### src/rtl/pll_seq_pkg.sv
package pll_seq_pkg;

    localparam int WORD_W      = 32;
    localparam int REF_W       = 6;
    localparam int FB_W        = 12;
    localparam int PDIV_W      = 3;
    localparam int FRAC_W      = 24;

    // field placement decoded by the PLL macro
    localparam int REF_LSB     = 0;
    localparam int FB_LSB      = 8;
    localparam int PD1_LSB     = 20;
    localparam int PD2_LSB     = 24;
    localparam int SDM_PD_BIT  = 24;
    localparam int DAC_PD_BIT  = 25;
    localparam int PLL_RST_BIT = 29;
    localparam int BYPASS_BIT  = 30;

    localparam logic [WORD_W-1:0] CTL_RESET_VAL =
        (32'd1 << BYPASS_BIT) | (32'd1 << PLL_RST_BIT) |
        (32'd1 << DAC_PD_BIT) | (32'd1 << SDM_PD_BIT);

    typedef struct packed {
        logic [REF_W-1:0]  ref_div;
        logic [FB_W-1:0]   fb_div;
        logic [PDIV_W-1:0] pdiv1;
        logic [PDIV_W-1:0] pdiv2;
        logic [FRAC_W-1:0] frac;
    } div_set_t;

    typedef enum logic [2:0] {
        CFG_NONE,
        CFG_PROGRAM,
        CFG_RST_SET,
        CFG_RST_CLR,
        CFG_INIT
    } cfg_op_e;

    typedef enum logic [1:0] {
        SQ_IDLE,
        SQ_HOLD,
        SQ_LOCK,
        SQ_SETTLE
    } seq_state_e;

    function automatic logic [WORD_W-1:0] pack_div(div_set_t s);
        logic [WORD_W-1:0] w;
        w = '0;
        w[REF_LSB +: REF_W]  = s.ref_div;
        w[FB_LSB  +: FB_W]   = s.fb_div;
        w[PD1_LSB +: PDIV_W] = s.pdiv1;
        w[PD2_LSB +: PDIV_W] = s.pdiv2;
        return w;
    endfunction

    function automatic logic same_setting(div_set_t s, logic [WORD_W-1:0] dw,
                                          logic [WORD_W-1:0] cw, logic fmode);
        logic eq;
        eq = (pack_div(s) == dw);
        if (fmode)
            eq = eq && (s.frac == cw[FRAC_W-1:0]);
        return eq;
    endfunction

    function automatic int max3(int a, int b, int c);
        int m;
        m = (a > b) ? a : b;
        return (m > c) ? m : c;
    endfunction

endpackage

### src/rtl/pll_dly_timer.sv
module pll_dly_timer #(
    parameter int CW = 8
) (
    input  logic          clk,
    input  logic          rst,
    input  logic          load,
    input  logic [CW-1:0] load_val,
    input  logic          dec,
    output logic          zero
);
    logic [CW-1:0] cnt;

    always_ff @(posedge clk) begin
        if (rst)
            cnt <= '0;
        else if (load)
            cnt <= load_val;
        else if (dec)
            cnt <= cnt - 1'b1;
    end

    assign zero = (cnt == '0);

    // the sequencer never counts below zero
    AST_TMR_NO_UNDERFLOW: assert property (@(posedge clk) disable iff (rst)
        (dec && !load) |-> !zero);

endmodule

### src/rtl/pll_cfg_regs.sv
module pll_cfg_regs
    import pll_seq_pkg::*;
(
    input  logic              clk,
    input  logic              rst,
    input  cfg_op_e           op,
    input  div_set_t          req,
    input  logic              frac_mode,
    output logic [WORD_W-1:0] div_word,
    output logic [WORD_W-1:0] ctl_word
);
    always_ff @(posedge clk) begin
        if (rst) begin
            div_word <= '0;
            ctl_word <= CTL_RESET_VAL;
        end else begin
            unique case (op)
                CFG_PROGRAM: begin
                    div_word              <= pack_div(req);
                    ctl_word[PLL_RST_BIT] <= 1'b1;
                    if (frac_mode)
                        ctl_word[FRAC_W-1:0] <= req.frac;
                end
                CFG_RST_SET: ctl_word[PLL_RST_BIT] <= 1'b1;
                CFG_RST_CLR: ctl_word[PLL_RST_BIT] <= 1'b0;
                CFG_INIT: begin
                    ctl_word[BYPASS_BIT] <= 1'b0;
                    ctl_word[SDM_PD_BIT] <= !frac_mode;
                    ctl_word[DAC_PD_BIT] <= !frac_mode;
                end
                default: ;
            endcase
        end
    end

    AST_INT_FRAC_KEEP: assert property (@(posedge clk) disable iff (rst)
        (op == CFG_PROGRAM && !frac_mode) |=> $stable(ctl_word[FRAC_W-1:0]));

    AST_UNPREP_DIV_KEEP: assert property (@(posedge clk) disable iff (rst)
        (op == CFG_RST_SET) |=> ($stable(div_word) && ctl_word[PLL_RST_BIT]));

endmodule

### src/rtl/pll_seq_ctrl.sv
module pll_seq_ctrl
    import pll_seq_pkg::*;
#(
    parameter int HOLD_CYC   = 3,
    parameter int LOCK_CYC   = 100,
    parameter int SETTLE_CYC = 30,
    parameter int CW         = 8
) (
    input  logic          clk,
    input  logic          rst,
    input  logic          start,
    input  logic          prep_req,
    input  logic          unprep_req,
    input  logic          init_req,
    input  logic          unchanged,
    input  logic          pll_rst_on,
    input  logic          pll_lock,
    input  logic          tmr_zero,
    output cfg_op_e       cfg_op,
    output logic          tmr_load,
    output logic [CW-1:0] tmr_val,
    output logic          tmr_dec,
    output seq_state_e    state,
    output logic          busy,
    output logic          done,
    output logic          timeout
);
    localparam logic [CW-1:0] HOLD_LD   = CW'(HOLD_CYC - 1);
    localparam logic [CW-1:0] LOCK_LD   = CW'(LOCK_CYC - 1);
    localparam logic [CW-1:0] SETTLE_LD = CW'(SETTLE_CYC - 1);

    seq_state_e nxt;
    logic       done_nxt;
    logic       tmo_nxt;

    always_comb begin
        nxt      = state;
        cfg_op   = CFG_NONE;
        tmr_load = 1'b0;
        tmr_val  = '0;
        tmr_dec  = 1'b0;
        done_nxt = 1'b0;
        tmo_nxt  = 1'b0;
        unique case (state)
            SQ_IDLE: begin
                if (start) begin
                    if (unchanged) begin
                        done_nxt = 1'b1;
                    end else begin
                        cfg_op   = CFG_PROGRAM;
                        tmr_load = 1'b1;
                        tmr_val  = HOLD_LD;
                        nxt      = SQ_HOLD;
                    end
                end else if (prep_req) begin
                    if (!pll_rst_on) begin
                        done_nxt = 1'b1;
                    end else begin
                        cfg_op   = CFG_RST_SET;
                        tmr_load = 1'b1;
                        tmr_val  = HOLD_LD;
                        nxt      = SQ_HOLD;
                    end
                end else if (unprep_req) begin
                    cfg_op   = CFG_RST_SET;
                    done_nxt = 1'b1;
                end else if (init_req) begin
                    cfg_op   = CFG_INIT;
                    done_nxt = 1'b1;
                end
            end
            SQ_HOLD: begin
                if (tmr_zero) begin
                    cfg_op   = CFG_RST_CLR;
                    tmr_load = 1'b1;
                    tmr_val  = LOCK_LD;
                    nxt      = SQ_LOCK;
                end else begin
                    tmr_dec = 1'b1;
                end
            end
            SQ_LOCK: begin
                if (pll_lock) begin
                    tmr_load = 1'b1;
                    tmr_val  = SETTLE_LD;
                    nxt      = SQ_SETTLE;
                end else if (tmr_zero) begin
                    tmo_nxt = 1'b1;
                    nxt     = SQ_IDLE;
                end else begin
                    tmr_dec = 1'b1;
                end
            end
            SQ_SETTLE: begin
                if (tmr_zero) begin
                    done_nxt = 1'b1;
                    nxt      = SQ_IDLE;
                end else begin
                    tmr_dec = 1'b1;
                end
            end
            default: nxt = SQ_IDLE;
        endcase
    end

    always_ff @(posedge clk) begin
        if (rst) begin
            state   <= SQ_IDLE;
            done    <= 1'b0;
            timeout <= 1'b0;
        end else begin
            state   <= nxt;
            done    <= done_nxt;
            timeout <= tmo_nxt;
        end
    end

    assign busy = (state != SQ_IDLE);

    AST_SKIP_IMMEDIATE: assert property (@(posedge clk) disable iff (rst)
        (state == SQ_IDLE && start && unchanged) |=> (done && !busy));

    AST_PREP_LOW_DONE: assert property (@(posedge clk) disable iff (rst)
        (state == SQ_IDLE && !start && prep_req && !pll_rst_on) |=> (done && !busy));

    AST_DONE_TMO_EXCL: assert property (@(posedge clk) disable iff (rst)
        !(done && timeout));

    AST_SETTLE_AFTER_LOCK: assert property (@(posedge clk) disable iff (rst)
        (state == SQ_LOCK && pll_lock) |=> (state == SQ_SETTLE));

endmodule

### src/rtl/pll_reprog_seq.sv
module pll_reprog_seq
    import pll_seq_pkg::*;
#(
    parameter int CYC_PER_US  = 250,
    parameter int HOLD_US     = 3,
    parameter int SETTLE_US   = 30,
    parameter int LOCK_TMO_US = 10000
) (
    input  logic        clk,
    input  logic        rst,
    input  logic        start,
    input  logic        prep_req,
    input  logic        unprep_req,
    input  logic        init_req,
    input  logic        frac_mode,
    input  logic [5:0]  ref_div,
    input  logic [11:0] fb_div,
    input  logic [2:0]  post_div1,
    input  logic [2:0]  post_div2,
    input  logic [23:0] frac_val,
    input  logic        pll_lock,
    output logic [31:0] div_word,
    output logic [31:0] ctl_word,
    output logic        busy,
    output logic        done,
    output logic        timeout
);
    localparam int HOLD_CYC   = HOLD_US * CYC_PER_US;
    localparam int SETTLE_CYC = SETTLE_US * CYC_PER_US;
    localparam int LOCK_CYC   = LOCK_TMO_US * CYC_PER_US;
    localparam int MAX_CYC    = max3(HOLD_CYC, SETTLE_CYC, LOCK_CYC);
    localparam int CW         = $clog2(MAX_CYC + 1);

    div_set_t   req;
    cfg_op_e    cfg_op;
    seq_state_e state;
    logic       unchanged;
    logic       tmr_load;
    logic       tmr_dec;
    logic       tmr_zero;
    logic [CW-1:0] tmr_val;

    always_comb begin
        req.ref_div = ref_div;
        req.fb_div  = fb_div;
        req.pdiv1   = post_div1;
        req.pdiv2   = post_div2;
        req.frac    = frac_val;
    end

    assign unchanged = same_setting(req, div_word, ctl_word, frac_mode);

    pll_seq_ctrl #(
        .HOLD_CYC   (HOLD_CYC),
        .LOCK_CYC   (LOCK_CYC),
        .SETTLE_CYC (SETTLE_CYC),
        .CW         (CW)
    ) u_ctrl (
        .clk        (clk),
        .rst        (rst),
        .start      (start),
        .prep_req   (prep_req),
        .unprep_req (unprep_req),
        .init_req   (init_req),
        .unchanged  (unchanged),
        .pll_rst_on (ctl_word[PLL_RST_BIT]),
        .pll_lock   (pll_lock),
        .tmr_zero   (tmr_zero),
        .cfg_op     (cfg_op),
        .tmr_load   (tmr_load),
        .tmr_val    (tmr_val),
        .tmr_dec    (tmr_dec),
        .state      (state),
        .busy       (busy),
        .done       (done),
        .timeout    (timeout)
    );

    pll_dly_timer #(.CW(CW)) u_timer (
        .clk      (clk),
        .rst      (rst),
        .load     (tmr_load),
        .load_val (tmr_val),
        .dec      (tmr_dec),
        .zero     (tmr_zero)
    );

    pll_cfg_regs u_regs (
        .clk       (clk),
        .rst       (rst),
        .op        (cfg_op),
        .req       (req),
        .frac_mode (frac_mode),
        .div_word  (div_word),
        .ctl_word  (ctl_word)
    );

    AST_PROG_UNDER_RST: assert property (@(posedge clk) disable iff (rst)
        $changed(div_word) |-> ctl_word[PLL_RST_BIT]);

    AST_BUSY_DIV_STABLE: assert property (@(posedge clk) disable iff (rst)
        busy |=> $stable(div_word));

    AST_HOLD_RST_HIGH: assert property (@(posedge clk) disable iff (rst)
        (state == SQ_HOLD) |-> ctl_word[PLL_RST_BIT]);

    AST_TMO_RST_LOW: assert property (@(posedge clk) disable iff (rst)
        timeout |-> (!ctl_word[PLL_RST_BIT] && !busy));

endmodule

### config.mk
export PLATFORM = sky130hd
export DESIGN_NAME = pll_reprog_seq
export DESIGN_NICKNAME = d
export VERILOG_FILES = /design/src/rtl/pll_seq_pkg.sv /design/src/rtl/pll_dly_timer.sv /design/src/rtl/pll_cfg_regs.sv /design/src/rtl/pll_seq_ctrl.sv /design/src/rtl/pll_reprog_seq.sv
export SDC_FILE = /design/constraint.sdc
export NUM_CORES = 1
export LEC_CHECK = 0
export ABC_CLOCK_PERIOD_IN_PS = 2700
export BUFFER_PORTS_ARGS = -buffer_cell sky130_fd_sc_hd__buf_2
export CORE_AREA = 2 2 102 94
export DETAILED_ROUTE_END_ITERATION = 10
export DIE_AREA = 0 0 104 96
export HOLD_SLACK_MARGIN = 0.06
export PLACE_DENSITY = 0.74
export SLEW_MARGIN = 20
export SYNTH_ARGS = -nofsm -noshare
export SYNTH_HDL_FRONTEND = slang
export SYNTH_SLANG_ARGS = --single-unit
### constraint.sdc
create_clock -name clk -period 2.7 [get_ports clk]
set_input_delay 0.135 -clock clk [delete_from_list [all_inputs] [get_ports clk]]
set_output_delay 0.135 -clock clk [all_outputs]
set_load 0.01 [all_outputs]
======== Word level (Yosys, flattened, before mapping) ========
Cells that the tools add are included.
word-level totals
  output and inout port bits .............. 67
  input port bits ......................... 56
  logic and storage cells ................. 79
  bits in registers ....................... 78
cells by class
  bitwise logic cells ..................... 1
  add/sub/neg operators ................... 1
  reductions and logical operators ........ 12
  muxes and demuxes ....................... 44
  eq/ne operators ......................... 13
operators with widths
  operator                                                              number
  22-bit 2-to-1 mux                                                     5
  22-bit one-hot mux with 3 select lines                                1
  24-bit == test                                                        2
  22-bit zero test                                                      1
  22-bit by 1-bit subtractor with 22-bit output, second input constant  1
  10-bit 2-to-1 mux                                                     2
  2-bit 2-to-1 mux                                                      9
  1-bit 2-to-1 mux                                                      16
  13-bit 2-to-1 mux                                                     1
  3-bit 2-to-1 mux                                                      4
  2-bit one-hot mux with 4 select lines                                 1
  3-bit by 2-bit == test with 1-bit output, second input constant       2
  3-bit != test, second input constant                                  2
  1-bit one-hot mux with 2 select lines                                 3
  3-bit one-hot mux with 2 select lines                                 1
  2-bit nonzero test                                                    3
  2-bit == test, second input constant                                  2
  4-bit AND reduction                                                   1
  2-bit OR reduction                                                    2
  3-bit by 1-bit == test with 1-bit output, second input constant       1
  3-bit == test, second input constant                                  1
  3-bit by 2-bit != test with 1-bit output, second input constant       1
  1-bit one-hot mux with 3 select lines                                 1
  3-bit OR reduction                                                    1
  other kinds (7)                                                       7

======== Logic depth before layout (Yosys ltp) ========
  depth after elaboration ................. 9
  mapped depth ............................ 13
  depth with buffers taken out ............ 10

======== Modules after synthesis ========
A second synthesis with hierarchy kept.
unflattened totals
  cell total of the unflattened synthesis .. 531
  area total of the unflattened synthesis .. 4725.8 um2
by module, submodules not included
  module          area an instance (um2)  seq. area each (um2)  cells an instance  times used
  pll_cfg_regs    2394.8                  1021.0                238                1
  pll_dly_timer   1260.0                  440.4                 155                1
  pll_reprog_seq  546.8                   0.0                   68                 1
  pll_seq_ctrl    524.3                   80.1                  70                 1

======== Least setup slack after synthesis ========
No wires, ideal clock.
  path type ............................... register to register
  start ................................... register u_timer.cnt[0]
  end ..................................... register u_regs.ctl_word[10]
  cell stages (with the launch flop) ...... 14
  path buffers ............................ 3
  data required time ...................... 2572 ps
  setup time .............................. 128 ps
  arrival ................................. 2720 ps
  period minus slack after synthesis ...... 2848 ps
  path slack .............................. -148 ps
  path through ............................ dfxtp_1 inv_1 ha_1 or4b_4 or4_4 buf_6 or2_1 buf_6 nor2_4 a211oi_2 nand2_4 buf_6 mux2i_1 nor2_1
on the way
  word-level cells in the longest chain between the ends .. 5
ends and longest elaborated chain
  element                                   line                 text
  start: declaration                        pll_dly_timer.sv:11  logic [CW-1:0] cnt;
  start signal: assignment                  pll_dly_timer.sv:17  cnt <= load_val;
  start signal: assignment                  pll_dly_timer.sv:19  cnt <= cnt - 1'b1;
  22-bit zero test                          pll_dly_timer.sv:22  assign zero = (cnt == '0);
  2-bit 2-to-1 mux                          pll_seq_ctrl.sv:73   if (tmr_zero) begin
  3-bit one-hot mux with 2 select lines     pll_seq_ctrl.sv:44   unique case (state)
  3-bit by 1-bit == test with 1-bit output  pll_cfg_regs.sv:17   unique case (op)
  2-bit AND reduction (no line)             --
  end signal: indexed assignment            pll_cfg_regs.sv:22   ctl_word[FRAC_W-1:0] <= req.frac;
  end signal: indexed assignment            pll_cfg_regs.sv:28   ctl_word[SDM_PD_BIT] <= !frac_mode;
  end signal: indexed assignment            pll_cfg_regs.sv:29   ctl_word[DAC_PD_BIT] <= !frac_mode;
  end: declaration                          pll_cfg_regs.sv:10   output logic [WORD_W-1:0] ctl_word
Every way passes these cells.
A chain may end at the register's enable or synchronous reset.

======== Worst setup path in the final report ========
  start ................................... register u_timer.cnt[0]
  end ..................................... register u_timer.cnt[15]
on the way
  word-level cells in the longest chain between the ends .. 5
  elaborated cells on any way between the ends .. 10
  those cells by class .................... add/sub (1); mux (7); reduce/logical (2)
ends and longest elaborated chain
  element
  parallel branches: the longest is 5 deep, another holds 22-bit by 1-bit subtractor with 22-bit output
Parallel ways; which one is timed is not known. The select of a mux whose other input is x is not followed.

==> impl_results.md <==
* Root Buffer: clkbuf_8
* Worst setup EP type: flop
* Worst Path Max Fanout at 6
* Reg2reg setup slack at 10 ps
* Largest net degree at the start of global routing at 29
* Setup CP Type: reg2reg
* Period utilization at 0.995
* Vias in the first global route at 3926
* TritonCTS clock tree: built
* Sw frac at 0.387
* Depth of the CTS H-tree at 3
* Worst path cell trace: inv_2 > ha_4 > or4b_4 > or4_4 > or2_4 > nand2_4 > nand3_4 > buf_4 > o2111ai_1 > xor2_1 > nor2_1
* Hold Path Depth at 3
* Top-area cell type share of the netlist area at 0.375
* WL/cell at 15.1 um
* Initial antenna violation count at 0
* Syn avg cell area at 9.00 um^2
* CP max stage cell: or4b_4
* 1st-iter DRT viols at 199
* Register area at 1550 um^2
* Rows at 33
* Asr flop ratio synth at 0
* Die width at 104 um
* Worst path arrival time at 2930 ps
* Sequential share of power at 0.299
* Global-route usage over all layers at 0.225
* Hold wc startpoint: frac_val[23]
* Nets at 693
* Slew margin rel. at 0.672
* Core Area at 8920 um^2
* Internal Power at 0.00323 W
* Worst reg2reg path depth at 11
* Yosys cell types at 58
* Final core occ at 0.644
* Number of synthesized register bits at 77
* Layout cells sized above 1 at 0.312
* Combinational Power Share at 0.489
* Clk slew on worst S/H paths at 80 ps
* Endpoints failing setup at 0
* YS warnings at 0
* Register area share after synthesis at 0.375
* Initial Util at 0.461
* Insertion delay to the later sink of the worst-skew pair at 360 ps
* Net switching power figure at 0.00204 W
* Grt total ovfl at 0
* Final GP Congestion at 0.894
* Clock power frac at 0.212
* Crit start category: flop
* Fin crit period at 2690 ps
* Total clock sinks at 77
* Layout fillers at 670
* Mapped Cells at 457
* Multi-input gate area at 2490 um^2
* FMAX at 0.372 GHz
* # IOs at 123
* Max-cap violations at 0
* Port buffer count at 110
* Worst-Margin Slew at 486 ps
* RR Endpoint: u_timer.cnt[15]
* Most used DFF post-synth: dfxtp_1
* Via/cell ratio at 5.20
* CP Data Required Time at 2950 ps
* Worst IR Drop VDD at 0.465 mV
* RSZ-0062 raised after global routing: yes
* Via count at 3944
* Clk buf depth at 2
* Synth area leaders: dfxtp_1, mux2i_1, xor2_1
* Fin Setup TNS at 0 ps
* ANT nets after route at 0
* Fin. max-slew vios at 0
* Synthesized cell area at 4110 um^2
* Critical Path Max Stage Delay at 480 ps
* Skew final at 13.8 ps
* DP Cell Count at 693
* Die Area at 9980 um^2
* Hold/Removal Path Class: in2reg
* CTS Buf Count at 9
* Post-Route WL at 11.5 mm
* Post-synth EDFFs at 0
* Top-count cell post-synth: dfxtp_1
* Total inserted antenna cells at 0
* Area delta synth->final at 39.6%
* Die height at 96 um
* P_leak at 2.73 nW
* Cell family with most CP delay: simple AND/OR/NAND/NOR gates
* FF-to-FF Start: u_timer.cnt[0]
* DRC at 0
* Finished Layout Cells at 759
* Top cells by count, synth: dfxtp_1, nor2_1, mux2i_1
* Global-route wire length before repair at 18.4 mm
* Synth area leader: dfxtp_1
* CP Buf/Inv Count at 2
* Status: completed
* Power, Total at 0.00526 W
* Worst hold path endpoint: u_regs.ctl_word[23]
* Drt first pass iters at 4
* Post-DP HPWL at 7.40 mm
* Power per cell area at 917 nW/um^2
* Final Hold Vio Count at 0
==> worst register-to-register path: cells and delay by family (launching register included) <==
kind            cells  cell delay, ps
simple gates        6            1500
flops               1             360
buf+inv             2             220
compound gates      1             210
xor+xnor            1             170
fa+ha+maj           1             140
==> flip-flops by register name, summed over array words and instances (netlist names) <==
name             cells
u_ctrl.state         2
u_ctrl.done          1
u_timer.cnt         22
u_ctrl.timeout       1
u_regs.div_word     24
u_regs.ctl_word     27
==> logic make-up after synthesis <==
| group | share of synthesized area |
|---|---|
| buffers and inverters | 0.0602 |
| xor gates and xnor gates | 0.126 |
| AOI/OAI and AO/OA | 0.103 |
| and+or+nand+nor | 0.201 |
| muxes | 0.119 |
| other | 0.000912 |
| DFF | 0.375 |
| adders and majority gates | 0.0152 |
==> repair_timing <==
| item | 4_1_cts | 5_1_grt |
|---|---|---|
| hold buffers | 39 | 0 |
| resized for setup | 3 | 25 |
| setup buffers | 0 | 10 |
| endpoints found under the hold margin | 39 | 0 |
| gates cloned | 0 | 1 |
| endpoints found under the setup margin | 22 | 55 |
| pin swaps | 0 | 14 |
==> stage by stage <==
| stage | hold WS, ps | instance area, um^2 | worst slack, ps |
|---|---|---|---|
| finish | 78.3 | 5740 | 14.2 |
| global route | 87.2 | 5740 | -99.0 |
| CTS | 64.4 | 5530 | -5.77 |
| detailed placement | 404 | 4870 | -44.8 |
| global placement | 390 | 4870 | 13.9 |
| floorplan | 265 | 4190 | -8.08 |
==> placed cells by master, fill, tap and decap left out, drive strengths merged, types with 2 or more instances in the layout <==
| master | instances |
|---|---|
| buf | 145 |
| dfxtp | 77 |
| nor2 | 76 |
| mux2i | 49 |
| xor2 | 42 |
| dlygate4sd3 | 39 |
| nand2 | 25 |
| a21oi | 23 |
| xnor2 | 17 |
| nor4 | 15 |
| nor3 | 12 |
| conb | 12 |
| clkbuf | 11 |
| inv | 11 |
| o21ai | 8 |
| nand4 | 6 |
| or3 | 6 |
| nand3 | 5 |
| ha | 5 |
| a211oi | 5 |
| and2 | 4 |
| or4 | 4 |
| nand2b | 3 |
| a31oi | 3 |
| bufinv | 3 |
| or2 | 3 |
| o2111ai | 3 |
| o21a | 3 |
| o21bai | 3 |
| o211ai | 2 |
| a311oi | 2 |
| o31ai | 2 |
==> area by class of cell <==
cell class,instances,area share
tap,122,0.0266
clock inverter,6,0.0205
inverter,9,0.00588
timing repair buffer,185,0.220
multi-input combinational,350,0.433
clock buffer,10,0.0240
sequential,77,0.270
==> worst max path at each step <==
stage                         start             endpoint  slack [ps]  depth (start not counted)
floorplan            u_timer.cnt[1]  u_regs.ctl_word[10]          -8                         13
global placement    u_timer.cnt[10]      u_timer.cnt[15]          10                          9
detailed placement  u_timer.cnt[10]      u_timer.cnt[20]         -40                          9
CTS                 u_timer.cnt[10]       u_timer.cnt[7]          -6                          9
global route        u_timer.cnt[10]       u_timer.cnt[7]        -100                          9
finish               u_timer.cnt[0]      u_timer.cnt[15]          10                         11
==> power groups by stage <==
stage / sequential, W / combinational (W) / clock (W)
floorplan: 0.00162 / 0.00149 / 0
global placement: 0.00157 / 0.00208 / 0
detailed placement: 0.00159 / 0.00214 / 0
CTS: 0.00156 / 0.00223 / 0.00112
global route: 0.00161 / 0.00278 / 0.00117
finish: 0.00158 / 0.00257 / 0.00111
==> per-layer routing <==
metal / wire (um) / GRT usage
met5: 0 / 0
met4: 283 / 0.104
met3: 725 / 0.0515
met2: 5610 / 0.393
met1: 4870 / 0.268
Power figures use the tool's default switching activity.
